### config.mk
export PLATFORM = sky130hd
export DESIGN_NAME = lcd_mux_ctrl
export DESIGN_NICKNAME = d
export VERILOG_FILES = /design/src/rtl/lcd_pkg.sv /design/src/rtl/lcd_timebase.sv /design/src/rtl/lcd_blink.sv /design/src/rtl/lcd_drive.sv /design/src/rtl/lcd_mux_ctrl.sv
export SDC_FILE = /design/constraint.sdc
export NUM_CORES = 1
export LEC_CHECK = 0
export BUFFER_PORTS_ARGS = -buffer_cell sky130_fd_sc_hd__buf_2
export CORE_ASPECT_RATIO = 1.1
export CORE_MARGIN = 5
export CORE_UTILIZATION = 40
export DETAILED_ROUTE_END_ITERATION = 12
export PLACE_DENSITY_LB_ADDON = 0.15
export SYNTH_ARGS = -nofsm -noshare
export SYNTH_HDL_FRONTEND = slang
export SYNTH_HIERARCHICAL = 1
export SYNTH_SLANG_ARGS = --single-unit
### constraint.sdc
create_clock -name clk -period 3.1 [get_ports clk]
set_input_delay 0.155 -clock clk [delete_from_list [all_inputs] [get_ports clk]]
set_output_delay 0.155 -clock clk [all_outputs]
set_load 0.005 [all_outputs]
### src/rtl/lcd_pkg.sv
package lcd_pkg;
  typedef logic [1:0] lvl_t;

  localparam lvl_t LV0 = 2'd0;
  localparam lvl_t LV1 = 2'd1;
  localparam lvl_t LV2 = 2'd2;
  localparam lvl_t LV3 = 2'd3;

  // Common drive: select swings to the rails, non-select stays near the middle
  function automatic lvl_t com_level(input logic sel, input logic pol);
    if (sel) return pol ? LV0 : LV3;
    return pol ? LV2 : LV1;
  endfunction

  // Segment drive: lit opposes the selected common, unlit stays near the middle
  function automatic lvl_t seg_level(input logic on, input logic pol);
    if (on) return pol ? LV3 : LV0;
    return pol ? LV1 : LV2;
  endfunction
endpackage

### src/rtl/lcd_timebase.sv
module lcd_timebase #(
  parameter int HALF_TICKS = 2
) (
  input  logic       clk,
  input  logic       rst,
  input  logic       tick,
  input  logic       duty3,
  output logic [1:0] com_idx,
  output logic       pol,
  output logic [1:0] next_com,
  output logic       load
);
  localparam int HC_W = $clog2(HALF_TICKS + 1);
  localparam logic [HC_W-1:0] HC_LAST = HC_W'(HALF_TICKS - 1);

  logic [HC_W-1:0] hc;
  logic [1:0]      last_com;
  logic            half_end;

  assign last_com = duty3 ? 2'd2 : 2'd3;
  assign next_com = (com_idx >= last_com) ? 2'd0 : com_idx + 2'd1;
  assign half_end = tick && (hc == HC_LAST);
  assign load     = half_end && pol;

  always_ff @(posedge clk) begin
    if (rst) begin
      hc      <= '0;
      pol     <= 1'b0;
      com_idx <= 2'd0;
    end else if (tick) begin
      if (half_end) begin
        hc  <= '0;
        pol <= ~pol;
        if (pol) com_idx <= next_com;
      end else begin
        hc <= hc + 1'b1;
      end
    end
  end

  AST_HOLD_NO_TICK: assert property (@(posedge clk) disable iff (rst)
    !tick |=> ($stable(pol) && $stable(com_idx)));
  AST_SKIP_COM3: assert property (@(posedge clk) disable iff (rst)
    (load && duty3) |=> (com_idx != 2'd3));
  AST_COM_STEP: assert property (@(posedge clk) disable iff (rst)
    (load && !duty3 && com_idx != 2'd3) |=> (com_idx == $past(com_idx) + 2'd1));
endmodule

### src/rtl/lcd_blink.sv
module lcd_blink #(
  parameter int BLINK_HALF_TICKS = 8
) (
  input  logic clk,
  input  logic rst,
  input  logic tick,
  input  logic rate_1hz,
  output logic blink_on
);
  localparam int CNT_W = $clog2(2 * BLINK_HALF_TICKS + 1);

  logic [CNT_W-1:0] cnt;
  logic [CNT_W-1:0] lim;
  logic             rate_q;
  logic             phase_end;

  assign lim       = rate_q ? CNT_W'(BLINK_HALF_TICKS) : CNT_W'(2 * BLINK_HALF_TICKS);
  assign phase_end = tick && (cnt == lim - 1'b1);

  always_ff @(posedge clk) begin
    if (rst) begin
      cnt      <= '0;
      blink_on <= 1'b1;
      rate_q   <= rate_1hz;
    end else if (tick) begin
      if (phase_end) begin
        cnt      <= '0;
        blink_on <= ~blink_on;
        rate_q   <= rate_1hz;
      end else begin
        cnt <= cnt + 1'b1;
      end
    end
  end

  AST_PHASE_ON_TICK: assert property (@(posedge clk) disable iff (rst)
    !tick |=> $stable(blink_on));
  AST_RATE_HELD: assert property (@(posedge clk) disable iff (rst)
    !phase_end |=> $stable(rate_q));
endmodule

### src/rtl/lcd_drive.sv
module lcd_drive
  import lcd_pkg::*;
#(
  parameter int NUM_SEG = 20
) (
  input  logic                   clk,
  input  logic                   rst,
  input  logic [1:0]             com_idx,
  input  logic                   pol,
  input  logic [NUM_SEG-1:0]     pix,
  output logic [7:0]             com_lvl,
  output logic [2*NUM_SEG-1:0]   seg_lvl
);
  logic [3:0] sel_seen;

  for (genvar c = 0; c < 4; c++) begin : g_com
    always_ff @(posedge clk) begin
      if (rst) com_lvl[2*c +: 2] <= com_level(c == 0, 1'b0);
      else     com_lvl[2*c +: 2] <= com_level(com_idx == 2'(c), pol);
    end
    assign sel_seen[c] = (com_lvl[2*c +: 2] == LV0) || (com_lvl[2*c +: 2] == LV3);
  end

  for (genvar s = 0; s < NUM_SEG; s++) begin : g_seg
    always_ff @(posedge clk) begin
      if (rst) seg_lvl[2*s +: 2] <= seg_level(1'b0, 1'b0);
      else     seg_lvl[2*s +: 2] <= seg_level(pix[s], pol);
    end
  end

  AST_ONE_SELECT: assert property (@(posedge clk) disable iff (rst)
    $countones(sel_seen) == 1);
endmodule

### src/rtl/lcd_mux_ctrl.sv
module lcd_mux_ctrl #(
  parameter int NUM_SEG          = 20,
  parameter int HALF_TICKS       = 2,
  parameter int BLINK_HALF_TICKS = 8,
  parameter int BLINK_SEG_A      = 18,
  parameter int BLINK_SEG_B      = 19,
  parameter int ADDR_W           = $clog2(NUM_SEG)
) (
  input  logic                 clk,
  input  logic                 rst,
  input  logic                 tick,
  input  logic                 duty3,
  input  logic                 blink_1hz,
  input  logic [3:0]           blk_map_a,
  input  logic [3:0]           blk_map_b,
  input  logic                 wr_en,
  input  logic [ADDR_W-1:0]    wr_addr,
  input  logic [3:0]           wr_data,
  input  logic [ADDR_W-1:0]    rd_addr,
  output logic [3:0]           rd_data,
  output logic [7:0]           com_lvl,
  output logic [2*NUM_SEG-1:0] seg_lvl
);
  localparam logic [ADDR_W-1:0] TOP_ADDR = ADDR_W'(NUM_SEG - 1);

  logic [3:0]         mem [NUM_SEG];
  logic [NUM_SEG-1:0] pix;
  logic [NUM_SEG-1:0] pix_next;
  logic [1:0]         com_idx;
  logic [1:0]         next_com;
  logic               pol;
  logic               load;
  logic               blink_on;

  lcd_timebase #(.HALF_TICKS(HALF_TICKS)) u_timebase (
    .clk(clk), .rst(rst), .tick(tick), .duty3(duty3),
    .com_idx(com_idx), .pol(pol), .next_com(next_com), .load(load)
  );

  lcd_blink #(.BLINK_HALF_TICKS(BLINK_HALF_TICKS)) u_blink (
    .clk(clk), .rst(rst), .tick(tick), .rate_1hz(blink_1hz), .blink_on(blink_on)
  );

  // Display memory with write guard and registered read
  always_ff @(posedge clk) begin
    if (rst) begin
      for (int i = 0; i < NUM_SEG; i++) mem[i] <= 4'd0;
      rd_data <= 4'd0;
    end else begin
      if (wr_en && wr_addr <= TOP_ADDR) mem[wr_addr] <= wr_data;
      rd_data <= (rd_addr <= TOP_ADDR) ? mem[rd_addr] : 4'd0;
    end
  end

  // Pixel column for the next common, with blink gating on the two capable segments
  for (genvar s = 0; s < NUM_SEG; s++) begin : g_pix
    if (s == BLINK_SEG_A) begin : g_blink_a
      assign pix_next[s] = mem[s][next_com] && !(blk_map_a[next_com] && !blink_on);
    end else if (s == BLINK_SEG_B) begin : g_blink_b
      assign pix_next[s] = mem[s][next_com] && !(blk_map_b[next_com] && !blink_on);
    end else begin : g_steady
      assign pix_next[s] = mem[s][next_com];
    end
  end

  always_ff @(posedge clk) begin
    if (rst)       pix <= '0;
    else if (load) pix <= pix_next;
  end

  lcd_drive #(.NUM_SEG(NUM_SEG)) u_drive (
    .clk(clk), .rst(rst), .com_idx(com_idx), .pol(pol), .pix(pix),
    .com_lvl(com_lvl), .seg_lvl(seg_lvl)
  );

  AST_WRITE_DEFERRED: assert property (@(posedge clk) disable iff (rst)
    !load |=> $stable(pix));
  AST_BLINK_OFF_A: assert property (@(posedge clk) disable iff (rst)
    (load && !blink_on && blk_map_a[next_com]) |=> !pix[BLINK_SEG_A]);
  AST_BLINK_OFF_B: assert property (@(posedge clk) disable iff (rst)
    (load && !blink_on && blk_map_b[next_com]) |=> !pix[BLINK_SEG_B]);
  AST_OOR_READ: assert property (@(posedge clk) disable iff (rst)
    (rd_addr > TOP_ADDR) |=> (rd_data == 4'd0));
endmodule

==> out/metrics.sh <==
PLACE.DETAILED.HPWL_UM=12800
SYNTH-EDFF-COUNT=129
SYNTH-SIMPLE-AREA-SHARE_PCT=14.5
PLACE_AREA_UM2=9510
ANTENNA-DIODE-COUNT=0
ROUTE.FINAL.WIRE_LENGTH_UM=18300
CRIT_PATH_CELL_TRACE='inv_1, ha_1, or2b_1, a21oi_2, buf_4, mux4_2, mux2i_1, nor2_1'
FINALSETUPTNS_NS=0
CRITPATHARRIVALTIME_NS=2.88
GRT_PASS1_WL_UM=28900
NETLIST_TOP_CELLS_AREA='edfxtp_1 44%, dfxtp_1 14%, mux4_2 12%, and2_1 5.6%, mux2i_1 2.2%'
GLOBAL_ROUTE.USAGE.TOTAL_PCT=14.6
START_KIND='register'
YOSYSUNIQUECELLTYPES=50
FINAL_NETS=776
SYNTHESIZED_INSTANCE_COUNT=642
AVGSYNTHCELLAREA_UM2=13.9
CPMAXSTAGEDELAYCELL='mux4_2'
CRIT_PATH_MAX_INCR_DELAY_NS=0.55
OUTCOME='finished clean'
CRIT_BUF_INV=2
CPLARGESTDELAYFAMILY='multiplexers'
CTS-BUFFERS-INSERTED=17
DOMINANT_COMBINATIONAL_CELL_FAMILY_BY_AREA_AFTER_SYNTHESIS='multiplexers'
WORST_PATH_MAXIMUM_FANOUT=22
PLACEDCELLCOUNT=1013
CLOCK_SINK_COUNT=193
CHIPHEIGHT_UM=166
POSTCTSSETUPBUFFERS=0
CORE_AREA_UM2=22000
P_PER_AREA_nW_PER_UM2=549
DRV_CAP=0
HP-CLASS='input pin to register'
REQUIRED_NS=3.39
REMAINING_DRC_ERRORS=0
DRT_ITER0_DRC=370
TIMING.FMAX_MHz=385
CLK_TRANSITION_REPORTED_PATHS_NS=0.08
HTREEDEPTH=4
CLOCK_PATH_BUFFERS=2
FP-ROW-COUNT=57
DRT_PASS1_ITERATIONS=5
FP.DIEAREA_UM2=25300
YOSYS_REGISTER_BITS=193
YOSYS.AREA.TOP_TYPE_SHARE_PCT=43.5
GRT_MAX_DEGREE=81
VIA_COUNT=5138
SYNTH_TOP_AREA_CELL='edfxtp_1'
FINAL-MAX-SLEW-VIOLATION-COUNT=0
GRT_OVERFLOW_TOTAL=0
POST_SYNTHESIS_COMPOUND_GATE_AREA_FRACTION_PCT=3.47
DIE_WD_UM=152
FIN_AREA_UM2=10100
INITIAL_UTILIZATION_PCT=40.4
CELL_AREA_SYNTH_UM2=8900
FINAL_CELL_COUNT_NO_FILL=1046
WORST_CLK_SKEW_NS=0.0104
FIRST_GLOBAL_VIAS=5285
YOSYSWARNINGCOUNT=6
CTS_ROOT_BUF='clkbuf_16'
FINAL_HOLD_VIOL_COUNT=0
ANTENNA_FOUND_INITIAL=2
TYPE_OF_THE_SETUP_PATH_WITH_THE_LEAST_SLACK='register to register'
CTS_RESIZES=0
POST_ROUTE_CELLS_DRIVE_ABOVE_1_SHARE_PCT=23.2
DETAIL_ROUTE.WL_PER_CELL_UM=17.5
ANTENNA_LEFT=0
POST_SYNTH_XOR_AREA_FRACTION_PCT=2.56
CELLLEAKAGEPOWER_nW=3.82
VIAS_PER_CELL=4.91
RSZ0062_AT_GRT='no'
MULTIPLEXER_AREA_FRACTION_AFTER_SYNTHESIS_PCT=15.0
TRITONCTS='done'
YS_DOMINANT_REG_CELL='edfxtp_1'
PORT-BUFFER-COUNT=79
WORST_PIN_SLEW_NS=1.03
LAYOUT-AREA-OVERHEAD-VS-SYNTH_PCT=13.5
SETUP.WORST_PATH.END_CLASS='register'
SYNTH-SEQ-AREA-SHARE_PCT=57.9
IOS=80
SYNTH_FA_HA_AREA_SHARE_PCT=1.41
WORST_SKEW_PAIR.LATE_LATENCY_NS=0.43
SETUP_VIOL=0
VDD_DROP_MAX_mV=0.338
SLEW_HEADROOM_PCT=31.5
ASYNC_RESET_FF_SHARE_PCT=0
MIN_PERIOD_NS=2.60
POST-ROUTE-PERIOD-UTIL_PCT=83.7
FINALWEIGHTEDCONGESTION=0.789
-- sequential cells by signal (all words and copies together), names as in the netlist --
signal	cells
u_timebase/pol	1
u_blink/cnt	5
pix	20
u_blink/blink_on	1
u_timebase/hc	2
mem	128
u_drive/com_lvl	8
u_drive/seg_lvl	21
u_timebase/com_idx	2
rd_data	4
u_blink/rate_q	1
-- worst paths after layout --
| kind | from | end | slack (ns) | cells after the start |
|---|---|---|---|---|
| worst max-delay path | u_timebase/com_idx[0]$_SDFFE_PP0P_ | pix[14]$_SDFFE_PP0P_ | 0.50 | 8 |
| worst min-delay path | rst | pix[9]$_SDFFE_PP0P_ | 0.05 | 2 |
| worst max register to register | u_timebase/com_idx[0]$_SDFFE_PP0P_ | pix[14]$_SDFFE_PP0P_ | 0.50 | 8 |
| worst min register to register | u_timebase/hc[1]$_SDFFE_PP0P_ | u_timebase/hc[1]$_SDFFE_PP0P_ | 0.47 | 2 |
-- Yosys cell counts, types with 3 or more instances --
cell type,number
edfxtp_1,129
and2_1,80
dfxtp_1,64
mux4_2,47
nor2_1,40
nand2b_1,27
xor2_1,22
buf_4,21
or2_1,21
mux2i_1,20
clkbuf_1,17
inv_1,17
a22oi_1,12
nand2_1,12
ha_1,10
o211ai_1,8
o21ai_0,8
nor3_1,7
buf_2,6
nand3_1,6
nor2b_1,6
a21oi_1,5
buf_1,5
a31o_1,4
a31oi_1,4
buf_12,4
or3_1,4
xnor2_1,4
buf_6,3
mux4_1,3
nand3b_1,3
nor3b_1,3
-- through the flow --
stage	utilization [%]	total power, mW	setup WS [ns]	hold slack [ns]
4_1_cts	45.8	5.60	0.507	0.0363
5_1_grt	45.8	5.77	0.295	0.0678
2_1_floorplan	-	3.33	0.635	0.224
3_3_place_gp	43.2	3.45	0.636	0.339
6_report	45.8	5.54	0.504	0.0455
3_5_place_dp	43.2	3.47	0.544	0.343
-- where the power goes --
group / internal, mW / total (mW) / switching (mW)
Combinational: 0.211 / 0.449 / 0.238
Sequential: 2.89 / 2.95 / 0.0647
Clock: 1.09 / 2.14 / 1.05
Total: 4.19 / 5.54 / 1.36
-- routing by layer --
metal / vias to the layer above / global-route usage (%) / wire (um)
li1: 2451 / - / -
met1: 2519 / 17.5 / 7590
met2: 134 / 25.4 / 9440
met3: 30 / 3.37 / 856
met4: 4 / 5.67 / 387
met5: - / 0 / 28
-- what timing repair did --
action	in CTS	in global routing
hold buffers	1	0
endpoints found under the setup margin	0	0
endpoints found under the hold margin	1	0
-- layout make-up --
cell class              instances  area, um^2
clock buffers                  17         425
clock inverters                15         156
fillers                      2004       11900
inverters                      19        71.3
multi-input cells             421        3480
flip-flops and latches        193        5150
well taps                     295         369
repair buffers                 86         450
-- cells in the final DEF (no fill, tap or decap), types with 4 or more instances in the layout --
master / instances
a21oi_1: 4
a22oi_1: 12
a31o_1: 4
a31oi_1: 4
and2_1: 80
buf_2: 79
buf_4: 6
clkbuf_16: 17
conb_1: 48
dfxtp_1: 64
edfxtp_1: 129
ha_1: 10
inv_1: 17
inv_6: 6
inv_8: 4
mux2i_1: 20
mux4_2: 47
nand2_1: 12
nand2b_1: 27
nand3_1: 6
nor2_1: 40
nor2b_1: 6
nor3_1: 7
o211ai_1: 8
o21ai_0: 7
or2_1: 21
or3_1: 4
xnor2_1: 4
xor2_1: 22
-- cell families (layout without fill, tap and decap cells) --
kind of cell | after synthesis | in the layout
DFF | 193 | 193
xor gates and xnor gates | 26 | 26
buffers and inverters | 75 | 137
adders and majority gates | 10 | 10
and+or+nand+nor | 222 | 222
AOI/OAI and AO/OA | 45 | 45
muxes | 70 | 70
other | 1 | 48
(Power assumes the default switching activity.)
